<file path="config.mk">
export PLATFORM = sky130hd
export DESIGN_NAME = bus_xcvr
export DESIGN_NICKNAME = d
export VERILOG_FILES = /design/src/rtl/xcvr_pkg.sv /design/src/rtl/xcvr_store.sv /design/src/rtl/xcvr_gfmux.sv /design/src/rtl/xcvr_leg.sv /design/src/rtl/bus_xcvr.sv
export SDC_FILE = /design/constraint.sdc
export NUM_CORES = 1
export LEC_CHECK = 0
export BUFFER_PORTS_ARGS = -buffer_cell sky130_fd_sc_hd__buf_2
export CELL_PAD_IN_SITES_DETAIL_PLACEMENT = 1
export CELL_PAD_IN_SITES_GLOBAL_PLACEMENT = 2
export CORE_MARGIN = 8
export CORE_UTILIZATION = 25
export DETAILED_ROUTE_END_ITERATION = 12
export GPL_ROUTABILITY_DRIVEN = 1
export PLACE_DENSITY = 0.58
export SLEW_MARGIN = 0
export SYNTH_ARGS = -nofsm -noshare
export SYNTH_HDL_FRONTEND = slang
export SYNTH_SLANG_ARGS = --single-unit
export TNS_END_PERCENT = 50
</file>
<file path="constraint.sdc">
create_clock -name clk -period 1.25 [get_ports clk]
set_input_delay 0.125 -clock clk [delete_from_list [all_inputs] [get_ports clk]]
set_output_delay 0.125 -clock clk [all_outputs]
set_load 0.03 [all_outputs]
</file>
<file path="src/rtl/xcvr_pkg.sv">
package xcvr_pkg;
  typedef enum logic [1:0] {
    LIVE_PORT    = 2'd0,
    LIVE_PEERREG = 2'd1,
    LIVE_HOLD    = 2'd2
  } live_src_e;
endpackage

</file>
<file path="src/rtl/xcvr_store.sv">
module xcvr_store #(
  parameter int WIDTH = 8
) (
  input  logic             clk,
  input  logic             rst_n,
  input  logic             load,
  input  logic [WIDTH-1:0] d,
  output logic [WIDTH-1:0] q
);
  logic [WIDTH-1:0] q_nxt;

  always_comb begin
    q_nxt = q;
    if (load) q_nxt = d;
  end

  always_ff @(posedge clk or negedge rst_n) begin
    if (!rst_n) q <= '0;
    else        q <= q_nxt;
  end
endmodule

</file>
<file path="src/rtl/xcvr_gfmux.sv">
module xcvr_gfmux #(
  parameter int WIDTH = 8
) (
  input  logic             sel,
  input  logic [WIDTH-1:0] live,
  input  logic [WIDTH-1:0] stored,
  output logic [WIDTH-1:0] y
);
  for (genvar i = 0; i < WIDTH; i++) begin : g_bit
    always_comb begin
      y[i] = (live[i] & ~sel) | (stored[i] & sel) | (live[i] & stored[i]);
    end
  end

  always_comb begin
    if (live == stored) begin
      a_r9_consensus: assert (y == live);
    end
  end
endmodule

</file>
<file path="src/rtl/xcvr_leg.sv">
module xcvr_leg
  import xcvr_pkg::*;
#(
  parameter int WIDTH = 8
) (
  input  logic             drv_here,
  input  logic             drv_there,
  input  logic             sel_here,
  input  logic             sel_there,
  input  logic [WIDTH-1:0] in_there,
  input  logic [WIDTH-1:0] own_reg,
  input  logic [WIDTH-1:0] peer_reg,
  input  logic [WIDTH-1:0] hold_here,
  output logic [WIDTH-1:0] y
);
  live_src_e        src;
  logic [WIDTH-1:0] live;
  logic [WIDTH-1:0] muxed;

  always_comb begin
    if (!drv_there)     src = LIVE_PORT;
    else if (sel_there) src = LIVE_PEERREG;
    else                src = LIVE_HOLD;
  end

  always_comb begin
    unique case (src)
      LIVE_PORT:    live = in_there;
      LIVE_PEERREG: live = peer_reg;
      default:      live = hold_here;
    endcase
  end

  xcvr_gfmux #(.WIDTH(WIDTH)) u_mux (
    .sel    (sel_here),
    .live   (live),
    .stored (own_reg),
    .y      (muxed)
  );

  always_comb begin
    y = drv_here ? muxed : '0;
  end
endmodule

</file>
<file path="src/rtl/bus_xcvr.sv">
module bus_xcvr #(
  parameter int WIDTH = 8
) (
  input  logic             clk,
  input  logic             rst_n,
  input  logic             ab_en,
  input  logic             ba_en_n,
  input  logic             ab_sel,
  input  logic             ba_sel,
  input  logic             cap_a,
  input  logic             cap_b,
  input  logic [WIDTH-1:0] a_in,
  output logic [WIDTH-1:0] a_out,
  output logic             a_oe,
  input  logic [WIDTH-1:0] b_in,
  output logic [WIDTH-1:0] b_out,
  output logic             b_oe
);
  logic [1:0]       rst_pipe;
  logic             rst_sync_n;
  logic [WIDTH-1:0] reg_a, reg_b, hold_a, hold_b;
  logic [WIDTH-1:0] res_a, res_b;
  logic             drv_a, drv_b;

  always_ff @(posedge clk or negedge rst_n) begin
    if (!rst_n) rst_pipe <= 2'b00;
    else        rst_pipe <= {rst_pipe[0], 1'b1};
  end
  assign rst_sync_n = rst_pipe[1];

  assign drv_a = ~ba_en_n;
  assign drv_b = ab_en;

  xcvr_leg #(.WIDTH(WIDTH)) u_leg_ba (
    .drv_here  (drv_a),
    .drv_there (drv_b),
    .sel_here  (ba_sel),
    .sel_there (ab_sel),
    .in_there  (b_in),
    .own_reg   (reg_b),
    .peer_reg  (reg_a),
    .hold_here (hold_a),
    .y         (a_out)
  );

  xcvr_leg #(.WIDTH(WIDTH)) u_leg_ab (
    .drv_here  (drv_b),
    .drv_there (drv_a),
    .sel_here  (ab_sel),
    .sel_there (ba_sel),
    .in_there  (a_in),
    .own_reg   (reg_a),
    .peer_reg  (reg_b),
    .hold_here (hold_b),
    .y         (b_out)
  );

  assign a_oe  = drv_a;
  assign b_oe  = drv_b;
  assign res_a = drv_a ? a_out : a_in;
  assign res_b = drv_b ? b_out : b_in;

  xcvr_store #(.WIDTH(WIDTH)) u_reg_a (
    .clk(clk), .rst_n(rst_sync_n), .load(cap_a), .d(res_a), .q(reg_a));
  xcvr_store #(.WIDTH(WIDTH)) u_reg_b (
    .clk(clk), .rst_n(rst_sync_n), .load(cap_b), .d(res_b), .q(reg_b));
  xcvr_store #(.WIDTH(WIDTH)) u_hold_a (
    .clk(clk), .rst_n(rst_sync_n), .load(1'b1), .d(res_a), .q(hold_a));
  xcvr_store #(.WIDTH(WIDTH)) u_hold_b (
    .clk(clk), .rst_n(rst_sync_n), .load(1'b1), .d(res_b), .q(hold_b));

  a_r2_isolate: assert property (@(posedge clk) disable iff (!rst_sync_n)
    (!ab_en && ba_en_n) |-> (!a_oe && !b_oe && a_out == '0 && b_out == '0));

  a_r4_stored_ab: assert property (@(posedge clk) disable iff (!rst_sync_n)
    (ab_en && ab_sel) |-> (b_out == reg_a));

  a_r5_cap_a: assert property (@(posedge clk) disable iff (!rst_sync_n)
    cap_a |=> (reg_a == $past(res_a)));

  a_r6_cap_b: assert property (@(posedge clk) disable iff (!rst_sync_n)
    cap_b |=> (reg_b == $past(res_b)));

  a_r11_hold_b: assert property (@(posedge clk) disable iff (!rst_sync_n)
    !cap_b |=> $stable(reg_b));

  a_r8_loop_hold: assert property (@(posedge clk) disable iff (!rst_sync_n)
    (ab_en && !ba_en_n && !ab_sel && !ba_sel &&
     $past(ab_en) && !$past(ba_en_n) && !$past(ab_sel) && !$past(ba_sel))
    |-> ($stable(a_out) && $stable(b_out)));
endmodule

</file>
; Yosys cells after proc, flatten, opt, wreduce, memory -nomap -nowiden
; Cells that the tools add are included.
[word_totals]
ff_bits = 34
wordCells = 102
out_inout_bits = 18
[classes]
bitwise = 83
n_mux = 10
reduce_logical = 2
eq_ne = 2
[ops]
columns = op, count
row1 = $and A1 B1 Y1, 48
row2 = $mux W8, 4
row3 = $or A1 B1 Y1, 32
row4 = $pmux W8 S2, 2
row5 = $mux W2, 4
row6 = $eq A2 B1 Y1 const B, 2
row7 = $logic_not A2 Y1, 2
row8 = $not A1 Y1, 3

; Logic depth before layout (Yosys ltp)
[depth]
word_depth = 9
ltp_mapped = 6
mapped_depth_nobuf = 3

; By module
; A second synthesis with hierarchy kept.
[hier_totals]
cells_unflattened = 179
area_unflattened_um2 = 2384.8
[modules_own_cells]
columns = module, cells_per_inst, instances, seq_area_each_um2, area_per_inst_um2
row1 = xcvr_store, 17, 4, 200.2, 331.6
row2 = xcvr_leg, 35, 2, 0.0, 234.0
row3 = bus_xcvr, 23, 1, 50.0, 327.8
row4 = xcvr_gfmux, 9, 2, 0.0, 131.4

; Worst setup path before layout
; Ideal clock, no wire load.
[synth_timing]
path_type = in2reg
from = input ba_en_n
to = register u_reg_b.q[0]
arrival_ns = 1.364
setup_time_ns = 0.066
slack_ns = -0.180
path_stages = 5
n_path_buf = 2
cell_sequence = buf_4 > or3b_1 > buf_6 > o211ai_2 > o22a_1
[synth_via]
elab_chain_len = 8
elab_cells_between_ends = 10
classes_between = 1 x eq/ne / 4 x mux / 4 x bitwise / 1 x reduce/logical
[synth_rtl]
columns = element, line_no
row1 = from (decl), bus_xcvr.sv:7  ; input logic ba_en_n,
row2 = $mux W2 (*), xcvr_leg.sv:21  ; if (!drv_there) src = LIVE_PORT;
row3 = $eq A2 B1 Y1 / $logic_not A2 Y1 (equally long branches), xcvr_leg.sv:27  ; unique case (src)
row4 = $pmux W8 S2 (*), xcvr_leg.sv:27
row5 = $and A1 B1 Y1, xcvr_gfmux.sv:11  ; y[i] = (live[i] & ~sel) | (stored[i] & sel) | (live[i] & stored[i]);
row6 = $or A1 B1 Y1, xcvr_gfmux.sv:11
row7 = $or A1 B1 Y1 (*), xcvr_gfmux.sv:11
row8 = $mux W8 (*), xcvr_leg.sv:42  ; y = drv_here ? muxed : '0;
row9 = named net b_out[0], bus_xcvr.sv:16  ; output logic [WIDTH-1:0] b_out,
row10 = $mux W8 (*), bus_xcvr.sv:61  ; assign res_b = drv_b ? b_out : b_in;
row11 = to (signal assigned), xcvr_store.sv:19  ; else q <= q_nxt;
row12 = to (decl), xcvr_store.sv:8  ; output logic [WIDTH-1:0] q
; Mark *: on every way through the listed nets, which the timed path passes. The rest lies on a longest branch.
; A chain may end at the register's enable or synchronous reset.

; Final worst setup path
[layout_timing]
from = register u_reg_a.q[6]
to = output a_out[6]
[layout_via]
elab_chain_len = 5
elab_cells_between_ends = 6
classes_between = 2 x mux / 4 x bitwise
[layout_rtl]
columns = element, line_no
row1 = from (decl), xcvr_store.sv:8
row2 = from (signal assigned), xcvr_store.sv:19
row3 = $pmux W8 S2 (*), xcvr_leg.sv:27
row4 = $and A1 B1 Y1, xcvr_gfmux.sv:11
row5 = $or A1 B1 Y1, xcvr_gfmux.sv:11
row6 = $or A1 B1 Y1 (*), xcvr_gfmux.sv:11
row7 = $mux W8 (*), xcvr_leg.sv:42
row8 = to (decl), bus_xcvr.sv:13  ; output logic [WIDTH-1:0] a_out,
; Mark *: on every way between the ends. The rest lies on a longest branch, timed or not.

==> metrics.md <==
| Metric | Value |
|---|---|
| Status | finished with violations |
| Failing checks | negative setup slack |
| Synthesis-to-finish area growth | 67.6% |
| Pint | 0.00255 W |
| Layout cells sized above 1 | 53.6% |
| Die Ht | 105 microns |
| Critical Path Sink Type | output pin |
| GR Layer Usage met1 | 16.8% |
| Antenna-violating nets left | 0 |
| Final period util | 127% |
| Routed WL per cell | 17.5 microns |
| P_leak | 1.48 nW |
| Main synth FF type | dfrtp_1 |
| Worst hold path type | in -> reg |
| Clock tree buffer depth | 2 |
| Clock slew at reported path FFs | 0.07 ns |
| Area after DPL | 0.00263 sq mm |
| #FFs+latches synth | 34 |
| Min Clock Period, post-route | 1.58 ns |
| GRT overflow | 0 |
| Slew HR | 65.4% |
| Busiest metal layer after global routing | met2 |
| Comb pwr share | 35.4% |
| Seq/Total Area, Yosys | 43.0% |
| PortBufs | 41 |
| Unique masters post-synth | 25 |
| Drt initial violations | 24 |
| Clock Power Share | 29.1% |
| Post-Route WL | 6670 microns |
| Worst slew pin tran | 0.512 ns |
| Slew Limit Fails | 0 |
| Fillers | 884 |
| Global-route wire length before repair | 11,100 microns |
| Critical path peak fanout | 2 |
| Tot GR Track Use | 12.9% |
| Psw | 0.00112 W |
| Total power | 0.00367 W |
| Post-synthesis cell count | 192 |
| Vias in the first global route | 2,011 |
| Hold slack | 0.0771 ns |
| Met2 usage | 20.1% |
| Vias | 1,776 |
| Area share of the leading cell type in the synthesized netlist | 43.0% |
| Sw Share | 30.6% |
| Worst setup SP type | flop |
| Met3 usage | 2.95% |
| DP Worst Slack | -0.313 ns |
| Die Area | 0.0110 sq mm |
| MaxCap Viol Count | 0 |
| Fmax achieved | 632 MHz |
| Ys async rst share | 100% |
| Die X | 105 microns |
| Final hold vios | 0 |
| Design area | 0.00331 sq mm |
| GPL Wtd Cong | 0.758 |
| Net count of the mapped netlist | 216 |
| Layout Nets | 304 |
| Final setup violation count | 23 |
| Largest net degree at the start of global routing | 33 |
| Flop pwr share | 35.5% |
| Crit Path Class | reg -> out |
| Mapped Area | 0.00198 sq mm |
| Root buf cell | clkbuf_8 |
| Row count | 32 |
| EDFF count, synth | 0 |
| I/O pin total | 42 |
| CTS tree | built |
| CTS sink count | 34 |
| Cell Count Post-Placement | 359 |
| Num CTS Buffers | 5 |
| Most common cell in the netlist | dfrtp_1 |
| Synth top area cells | dfrtp_1, a221oi_2, nand2b_1, o211ai_2, nand2_1 |
| Synth area leader | dfrtp_1 |
| Ys Warns | 0 |
| Core area | 0.00769 sq mm |
| Drc violations | 0 |
| Antenna diode count | 0 |
| CTS H-tree depth | 2 |
| Vias per inst | 4.65 |
| Initial core utilization | 25.7% |
| Clock Skew | 0.00614 ns |
| Synthesized area per cell | 10.3 sq um |
| Post-Layout Cell Count | 382 |
| Initial antenna violation count | 0 |
| VDD IR-drop max | 388 uV |
| Hpwl dp | 4790 microns |
| Worst EP arrival | 1.46 ns |
| Latest clock arrival within the worst-skew pair | 0.30 ns |
| Final WS setup | -0.333 ns |
| Power per cell area | 1110 mW/mm^2 |
| Drt pass-1 iters | 4 |
| Top cells by count, synth | dfrtp_1, nand2_1, nand2b_1 |
| WP data required | 1.12 ns |
| Unrepaired setup endpoints after global routing | true |
==> worst max-delay path: stages, from the launching register on <==
cell and delay, ns:
dfrtp_1 0.39, mux2_4 0.28, a221oi_4 0.27, inv_1 0.08
buf_6 0.14
==> timing repair <==
action                     CTS  global route
hold buffers                 1             0
cloned                       1             0
pin swaps                   16             9
setup endpoints to repair   28            30
setup buffers               18             5
hold endpoints to repair     2             0
gates resized for setup     86            11
==> metrics by stage <==
| step | util, % | TNS (ns) |
|---|---|---|
| after floorplan | - | -0.855 |
| after global placement | 34.2 | -9.17 |
| final | 43.1 | -3.48 |
| after detailed placement | 34.2 | -10.08 |
| after global routing | 43.1 | -5.06 |
| after CTS | 42.6 | -4.30 |
==> registers in the layout (all words and copies together) (netlist names) <==
signal      flops
u_reg_a.q       8
u_hold_b.q      8
rst_pipe        2
u_hold_a.q      8
u_reg_b.q       8
==> worst paths after layout <==
kind	endpoint	cells past startpoint	start	slack (ns)
hold / removal	u_hold_a.q[3]	3	a_in[3]	0.08
hold reg to reg	u_reg_b.q[7]	1	rst_pipe[1]	0.29
min in group asynchronous	rst_pipe[0]	2	rst_n	0.15
max in group asynchronous	u_hold_a.q[3]	1	rst_pipe[1]	0.64
setup reg to reg	u_reg_a.q[5]	5	u_reg_a.q[5]	-0.12
setup / recovery	a_out[6]	4	u_reg_a.q[6]	-0.33
==> power by group through the flow <==
stage	combinational, W	clock (W)	sequential [W]
after global placement	0.000961	0	0.00130
after detailed placement	0.000964	0	0.00131
after CTS	0.00129	0.00109	0.00130
after floorplan	0.000577	0	0.00131
after global routing	0.00140	0.00115	0.00132
final	0.00130	0.00107	0.00130
==> routing by layer <==
| metal | vias up | share of wire [%] |
|---|---|---|
| met1 | 882 | 48 |
| met3 | 7 | 3.8 |
| met2 | 25 | 46 |
| met4 | 0 | 1.7 |
| met5 | - | 0 |
| li1 | 862 | - |
==> cell usage in the layout, fill, tap and decap left out, types with 7 or more instances in the layout <==
cell      netlist  final
a31oi_1         8      8
inv_1           8      7
nor2_1          8      8
buf_6           3     25
o22a_1          8      8
nand4b_1        8      8
buf_2           3     21
and2_1          8      7
o211ai_4        0      8
nand2_1        24     22
dfrtp_1        34     34
mux2_4          0      8
nor4b_1         8      8
buf_4           2     44
nand2b_1       16     16
==> logic make-up after synthesis <==
family                 after synthesis  share of synthesized area (%)
AOI/OAI and AO/OA                   32                           17.2
buffers and inverters               27                           6.83
DFF                                 34                           43.0
muxes                               16                           8.60
other                                1                          0.190
and+or+nand+nor                     82                           24.2
==> final cells by class <==
cell class                 instances  area, sq um  area share (%)
timing repair buffer              99          902            27.2
tap                              102          128            3.85
inverter                           9         33.8            1.02
sequential                        34          851            25.7
multi-input combinational        131         1290            38.8
clock buffer                       6         82.6            2.49
clock inverter                     1         30.0           0.906
Power figures use the tool's default switching activity.
